===== config.mk =====
export PLATFORM = sky130hd
export DESIGN_NAME = pwr_seq_ctrl
export DESIGN_NICKNAME = d
export VERILOG_FILES = /design/src/rtl/pwr_seq_pkg.sv /design/src/rtl/seq_deglitch.sv /design/src/rtl/seq_uv_hyst.sv /design/src/rtl/seq_timer.sv /design/src/rtl/seq_cfg_stub.sv /design/src/rtl/pwr_seq_ctrl.sv
export SDC_FILE = /design/constraint.sdc
export NUM_CORES = 1
export LEC_CHECK = 0
export BUFFER_PORTS_ARGS = -buffer_cell sky130_fd_sc_hd__buf_2
export CORE_MARGIN = 2
export CORE_UTILIZATION = 56
export CTS_CLUSTER_DIAMETER = 30
export DETAILED_ROUTE_END_ITERATION = 16
export PLACE_DENSITY = 0.73
export SLEW_MARGIN = 20
export SYNTH_ARGS = -nofsm -noshare
export SYNTH_HDL_FRONTEND = slang
export SYNTH_SLANG_ARGS = --single-unit
export TNS_END_PERCENT = 100

===== constraint.sdc =====
create_clock -name clk -period 3 [get_ports clk]
set_clock_uncertainty 0.05 [all_clocks]
set_input_delay 0.6 -clock clk [delete_from_list [all_inputs] [get_ports clk]]
set_output_delay 0.6 -clock clk [all_outputs]
set_load 0.005 [all_outputs]

===== src/rtl/pwr_seq_pkg.sv =====
package pwr_seq_pkg;

  typedef enum logic [2:0] {
    PH_OFF    = 3'd0,
    PH_CFG    = 3'd1,
    PH_SETTLE = 3'd2,
    PH_BIAS   = 3'd3,
    PH_PRE    = 3'd4,
    PH_RUN    = 3'd5,
    PH_HICCUP = 3'd6
  } phase_t;

  localparam int FLT_LANES = 4; // drv, vin, ot, out-uv

endpackage


===== src/rtl/seq_deglitch.sv =====
module seq_deglitch #(
  parameter int DGL_CYC = 4,
  parameter int LANES   = 4
) (
  input  logic             clk,
  input  logic             rst_n,
  input  logic [LANES-1:0] raw,
  output logic [LANES-1:0] filt
);
  localparam int CW = $clog2(DGL_CYC + 1);

  for (genvar g = 0; g < LANES; g++) begin : g_lane
    logic [CW-1:0] run_q;
    always_ff @(posedge clk or negedge rst_n) begin
      if (!rst_n) begin
        run_q   <= '0;
        filt[g] <= 1'b0;
      end else if (raw[g] == filt[g]) begin
        run_q <= '0;
      end else if (run_q == CW'(DGL_CYC - 1)) begin
        run_q   <= '0;
        filt[g] <= raw[g];
      end else begin
        run_q <= run_q + CW'(1);
      end
    end
  end
endmodule


===== src/rtl/seq_uv_hyst.sv =====
module seq_uv_hyst (
  input  logic clk,
  input  logic rst_n,
  input  logic below_lo,
  input  logic above_hi,
  output logic flag
);
  always_ff @(posedge clk or negedge rst_n) begin
    if (!rst_n)        flag <= 1'b0;
    else if (below_lo) flag <= 1'b1;
    else if (above_hi) flag <= 1'b0;
  end
endmodule


===== src/rtl/seq_timer.sv =====
module seq_timer #(
  parameter int W = 8
) (
  input  logic         clk,
  input  logic         rst_n,
  input  logic         clr,
  input  logic [W-1:0] limit,
  output logic         hit
);
  logic [W-1:0] cnt_q;

  always_ff @(posedge clk or negedge rst_n) begin
    if (!rst_n)            cnt_q <= '0;
    else if (clr)          cnt_q <= '0;
    else if (cnt_q != '1)  cnt_q <= cnt_q + W'(1);
  end

  assign hit = (cnt_q == (limit - W'(1)));
endmodule


===== src/rtl/seq_cfg_stub.sv =====
module seq_cfg_stub #(
  parameter int CFG_CYC = 16
) (
  input  logic clk,
  input  logic rst_n,
  input  logic req,
  output logic done
);
  localparam int CW = $clog2(CFG_CYC + 1);
  logic [CW-1:0] cnt_q;
  logic          last;

  assign last = (cnt_q == CW'(CFG_CYC - 1));
  assign done = req && last;

  always_ff @(posedge clk or negedge rst_n) begin
    if (!rst_n)     cnt_q <= '0;
    else if (!req)  cnt_q <= '0;
    else if (!last) cnt_q <= cnt_q + CW'(1);
  end
endmodule


===== src/rtl/pwr_seq_ctrl.sv =====
module pwr_seq_ctrl
  import pwr_seq_pkg::*;
#(
  parameter int DGL_CYC    = 11000,
  parameter int CFG_CYC    = 16,
  parameter int SETTLE_CYC = 100000,
  parameter int PRE_CYC    = 10000,
  parameter int HICCUP_CYC = 10000000
) (
  input  logic       clk,
  input  logic       rst_n,
  input  logic       en_pin,
  input  logic       v3v_good,
  input  logic       drv_uv_raw,
  input  logic       vin_uv_raw,
  input  logic       ot_raw,
  input  logic       out_below_lo,
  input  logic       out_above_hi,
  input  logic       ilim_latch,
  output logic       pre_en,
  output logic       buck_en,
  output logic [2:0] seq_state
);
  localparam int MAX_A = (SETTLE_CYC > PRE_CYC) ? SETTLE_CYC : PRE_CYC;
  localparam int MAX_C = (MAX_A > HICCUP_CYC) ? MAX_A : HICCUP_CYC;
  localparam int TW    = $clog2(MAX_C + 1);

  phase_t ph_q, ph_nxt;
  logic   puc, uv_flag, fault_int, fault_ext, cfg_done, t_hit;
  logic [FLT_LANES-1:0] raw_vec, filt_vec;
  logic [TW-1:0] t_limit;

  assign puc = en_pin && v3v_good;

  seq_uv_hyst u_hyst (
    .clk(clk), .rst_n(rst_n),
    .below_lo(out_below_lo), .above_hi(out_above_hi), .flag(uv_flag)
  );

  assign raw_vec = {uv_flag, ot_raw, vin_uv_raw, drv_uv_raw};

  seq_deglitch #(.DGL_CYC(DGL_CYC), .LANES(FLT_LANES)) u_dgl (
    .clk(clk), .rst_n(rst_n), .raw(raw_vec), .filt(filt_vec)
  );

  assign fault_int = |filt_vec[2:0];
  assign fault_ext = filt_vec[3] | ilim_latch;

  seq_cfg_stub #(.CFG_CYC(CFG_CYC)) u_cfg (
    .clk(clk), .rst_n(rst_n), .req(ph_q == PH_CFG), .done(cfg_done)
  );

  always_comb begin
    case (ph_q)
      PH_SETTLE: t_limit = TW'(SETTLE_CYC);
      PH_PRE:    t_limit = TW'(PRE_CYC);
      PH_HICCUP: t_limit = TW'(HICCUP_CYC);
      default:   t_limit = TW'(1);
    endcase
  end

  seq_timer #(.W(TW)) u_tmr (
    .clk(clk), .rst_n(rst_n), .clr(ph_nxt != ph_q), .limit(t_limit), .hit(t_hit)
  );

  always_comb begin
    ph_nxt = ph_q;
    if (!puc) begin
      ph_nxt = PH_OFF;
    end else begin
      case (ph_q)
        PH_OFF:    ph_nxt = PH_CFG;
        PH_CFG:    if (cfg_done) ph_nxt = PH_SETTLE;
        PH_SETTLE: if (t_hit) ph_nxt = PH_BIAS;
        PH_BIAS:   if (!fault_int) ph_nxt = PH_PRE;
        PH_PRE: begin
          if (fault_int || fault_ext) ph_nxt = PH_HICCUP;
          else if (t_hit)             ph_nxt = PH_RUN;
        end
        PH_RUN:    if (fault_int || fault_ext) ph_nxt = PH_HICCUP;
        PH_HICCUP: if (t_hit) ph_nxt = PH_BIAS;
        default:   ph_nxt = PH_OFF;
      endcase
    end
  end

  always_ff @(posedge clk or negedge rst_n) begin
    if (!rst_n) ph_q <= PH_OFF;
    else        ph_q <= ph_nxt;
  end

  assign pre_en    = (ph_q == PH_PRE) || (ph_q == PH_RUN);
  assign buck_en   = (ph_q == PH_RUN);
  assign seq_state = ph_q;
endmodule


==> results by group <==
Status
  • Status: completed

Critical path
  • Critical Path AT: ~3.1 ns
  • Buf/Inv on CP: 1
  • Crit-path slowest cell: or4b_2
  • Kind of critical path: flip-flop to flip-flop
  • Crit path largest cell delay: 0.64 ns
  • Required @ worst endpoint: 3.23 ns
  • Cell family with most CP delay: simple AND/OR/NAND/NOR gates
  • Critical path cell sequence: ha_1 > and3_1 > ha_1 > or4b_2 > o21ai_0 > o41ai_1 > mux2i_1 > nand2_2 > buf_4 > nor2_1
  • CP endpoint kind: flip-flop
  • Crit Path Max Fanout: 8
  • Most frequent cell on the critical path: ha_1
  • Startpoint Class: flip-flop

Place
  • Placed cell areas: 4990 um^2
  • I/O Buffers: 14
  • DP Worst Slack: 0.151 ns
  • DP Wirelength: ~6600 um
  • Placer congestion estimate: 0.868

Cells and area
  • Design Area, Final: 5190 um^2
  • Commonest non-fill, non-tap cell in the layout: nor2_1
  • Commonest non-fill, non-tap cells in the layout: nor2_1 (101), dfrtp_1 (93), xor2_1 (46)
  • N_diodes: 0
  • Nets: about 540
  • Layout cells sized above 1: 8.97%
  • # fillers: between 600 and 700
  • Area Growth Syn to Fin: 8.18%

Yosys
  • Main flop type after synthesis: dfrtp_1
  • Compound-gate portion of the synthesized area: between 4 and 5%
  • Mapped Area: just under 5000 um^2
  • Post-synthesis xor/xnor area fraction: 13.9%
  • Synth cell types: 48
  • Dominant cells by area after synthesis: dfrtp_1 (48%), xor2_1 (8.4%), nor2_1 (7.9%), xnor2_1 (5.5%), nand3_1 (3.0%)
  • Seq/Total Area, Yosys: 48.5%
  • Post-Synth Adder-Cell Area: 1.82%
  • Synthesized instance count: 502
  • Yosys reg bits: 93
  • Top-area cell type share of the netlist area: 48.5%
  • Warnings from Yosys: 0
  • Largest family of logic cells by synthesized area: simple AND/OR/NAND/NOR gates
  • Post-Synth Simple-Gate Area: 27.3%
  • Syn nets: 519
  • Avg Inst Size Synth: 9.56 um^2
  • Top cell type by total area after synthesis: dfrtp_1
  • Ys async rst share: 100%
  • Post-synthesis mux area share: 1.77%
  • Post-synth EDFFs: 0

Clock network
  • Worst skew pair latency: ~0.36 ns
  • H-tree levels: 3
  • CTS tree: done
  • Clock net sink count: 93
  • CTS Root Cell: clkbuf_8
  • Reg clk slew, reported paths: 0.09 ns
  • Clk buf depth: 2
  • CTS Buf Count: 9

Drt
  • Final wirelength: 9070 um
  • Vias/cell: 5.60
  • DR vias: 3,520
  • Remaining DRCs: 0
  • WL/cell: 14.4 um
  • Iteration-0 DRC Markers: 188
  • Post-DRT Antenna Nets: 0
  • DRT Pass-1 Iters: 5

Floorplanning
  • Starting density of the core: 58.1%
  • I/O pin cnt: 15
  • Rows: 33
  • Die area: between 9000 and 10,000 um^2
  • Core area: 8260 um^2
  • Die Width: 96.6 um
  • Die Y: 96.6 um

Timing
  • Slew @ Worst Pin: 0.554 ns
  • Final setup fails: 0
  • Setup WS post-layout: roughly 0.17 ns
  • Fin. Hold Viols: 0
  • Fin crit share: 94.4%
  • Final-report max-slew violation count: 0
  • Fmax: between 300 and 400 MHz
  • Final min period: between 2 and 3 ns
  • Setup tns final: 0 ns
  • RSZ-0062 raised after global routing: false
  • Rel. slew slack: between 60% and 70%
  • Final hold slack: 0.147 ns

Power and ir drop
  • Sequential fraction of design power: 57.0%
  • Psw: 629 uW
  • Power share of the combinational group: 8.5%
  • LEAKAGE: 2.32 nW
  • Sw Share: 25.9%
  • Clock Power Share: around a third
  • Design Power: 2.43 mW
  • Maximum vdd ir drop: 0.214 mV
  • Pint: 1.80 mW
  • Cell Pwr Density: about 470 nW/um^2

Min path
  • Hold Path Class: primary input to asynchronous set/reset pin

GRT
  • Pin count of the biggest net entering global routing: 38
  • Initial antenna violation count: 0
  • GRT Residual Overflow: 0
  • Number of global-route vias before repair: 3,336
  • First-pass GRT wire length: 15,400 um
  • Gr usage total: 21.3%

Flow run
  • Number of max-cap violations: 0
==> per-stage QoR <==
step / util [%] / std cells
final: 62.9 / 629
after global routing: 62.9 / 629
after CTS: 62.9 / 629
after detailed placement: 60.4 / 613
after global placement: 60.4 / 613
after floorplan: - / 502
==> logic make-up after synthesis <==
group	Yosys count
buffers and inverters	27
AO/OA/AOI/OAI	28
AND/OR/NAND/NOR	263
flip-flops	93
multiplexers	8
XOR/XNOR	76
adder cells (fa/ha/maj)	7
==> power groups by stage <==
stage                     combinational (mW)  sequential [mW]  clock [mW]
after floorplan                        0.160             1.37           0
after global placement                 0.201             1.41           0
after detailed placement               0.207             1.41           0
after CTS                              0.209             1.38       0.868
final                                  0.207             1.39       0.838
after global routing                   0.237             1.40       0.915
==> metal layers <==
metal  vias to the layer above  track usage (%)  wire (um)
met2                        71             33.9       4290
met5                         -                0          0
met4                         0             8.22        172
met3                        16             3.41        302
li1                       1745                -          -
met1                      1688             29.5       4300
==> flip-flops by register name (all words and copies together) (netlist names) <==
register	count
u_tmr.cnt_q	24
u_cfg.cnt_q	5
seq_state	3
u_dgl.g_lane.run_q	56
u_dgl.filt	4
u_hyst.flag	1
==> cell usage after synthesis, types with 5 or more instances <==
master    instances
xnor2_1          30
ha_1              7
dfrtp_1          93
clkbuf_1         10
a21oi_1           5
nor3_1           12
nor2_1          101
nand4_1          20
inv_1            12
xor2_1           46
nand3_1          29
nand2_1          36
and3_1           12
and2_1           13
nor4_1            6
==> path summary, 6_finish.rpt <==
check / start / slack, ns / end / cells past startpoint
worst max-delay path: u_cfg.cnt_q[0] / 0.17 / u_tmr.cnt_q[21] / 10
worst min-delay path: rst_n / 0.15 / u_tmr.cnt_q[9] / 1
worst max register to register: u_cfg.cnt_q[0] / 0.17 / u_tmr.cnt_q[21] / 10
worst min register to register: u_dgl.g_lane[0].run_q[0] / 0.41 / u_dgl.g_lane[0].run_q[0] / 1
max in group asynchronous: rst_n / 2.10 / u_tmr.cnt_q[23] / 2
min in group clk: out_below_lo / 0.37 / u_hyst.flag / 2
==> cell type report <==
class | instances | area, um^2 | area share [%]
clock inverter | 5 | 60.1 | 1.16
multi-input combinational | 382 | 2360 | 45.5
sequential | 93 | 2330 | 44.8
clock buffer | 11 | 141 | 2.72
inverter | 12 | 45.0 | 0.867
tap | 105 | 131 | 2.53
timing repair buffer | 21 | 125 | 2.41
==> what timing repair did <==
item	in CTS	in global routing
hold buffers	0	0
hold endpoints to repair	0	0
resized for setup	0	1
setup endpoints to repair	0	15
buffers inserted	0	0
Note: power is estimated with default switching activity, not from simulation.
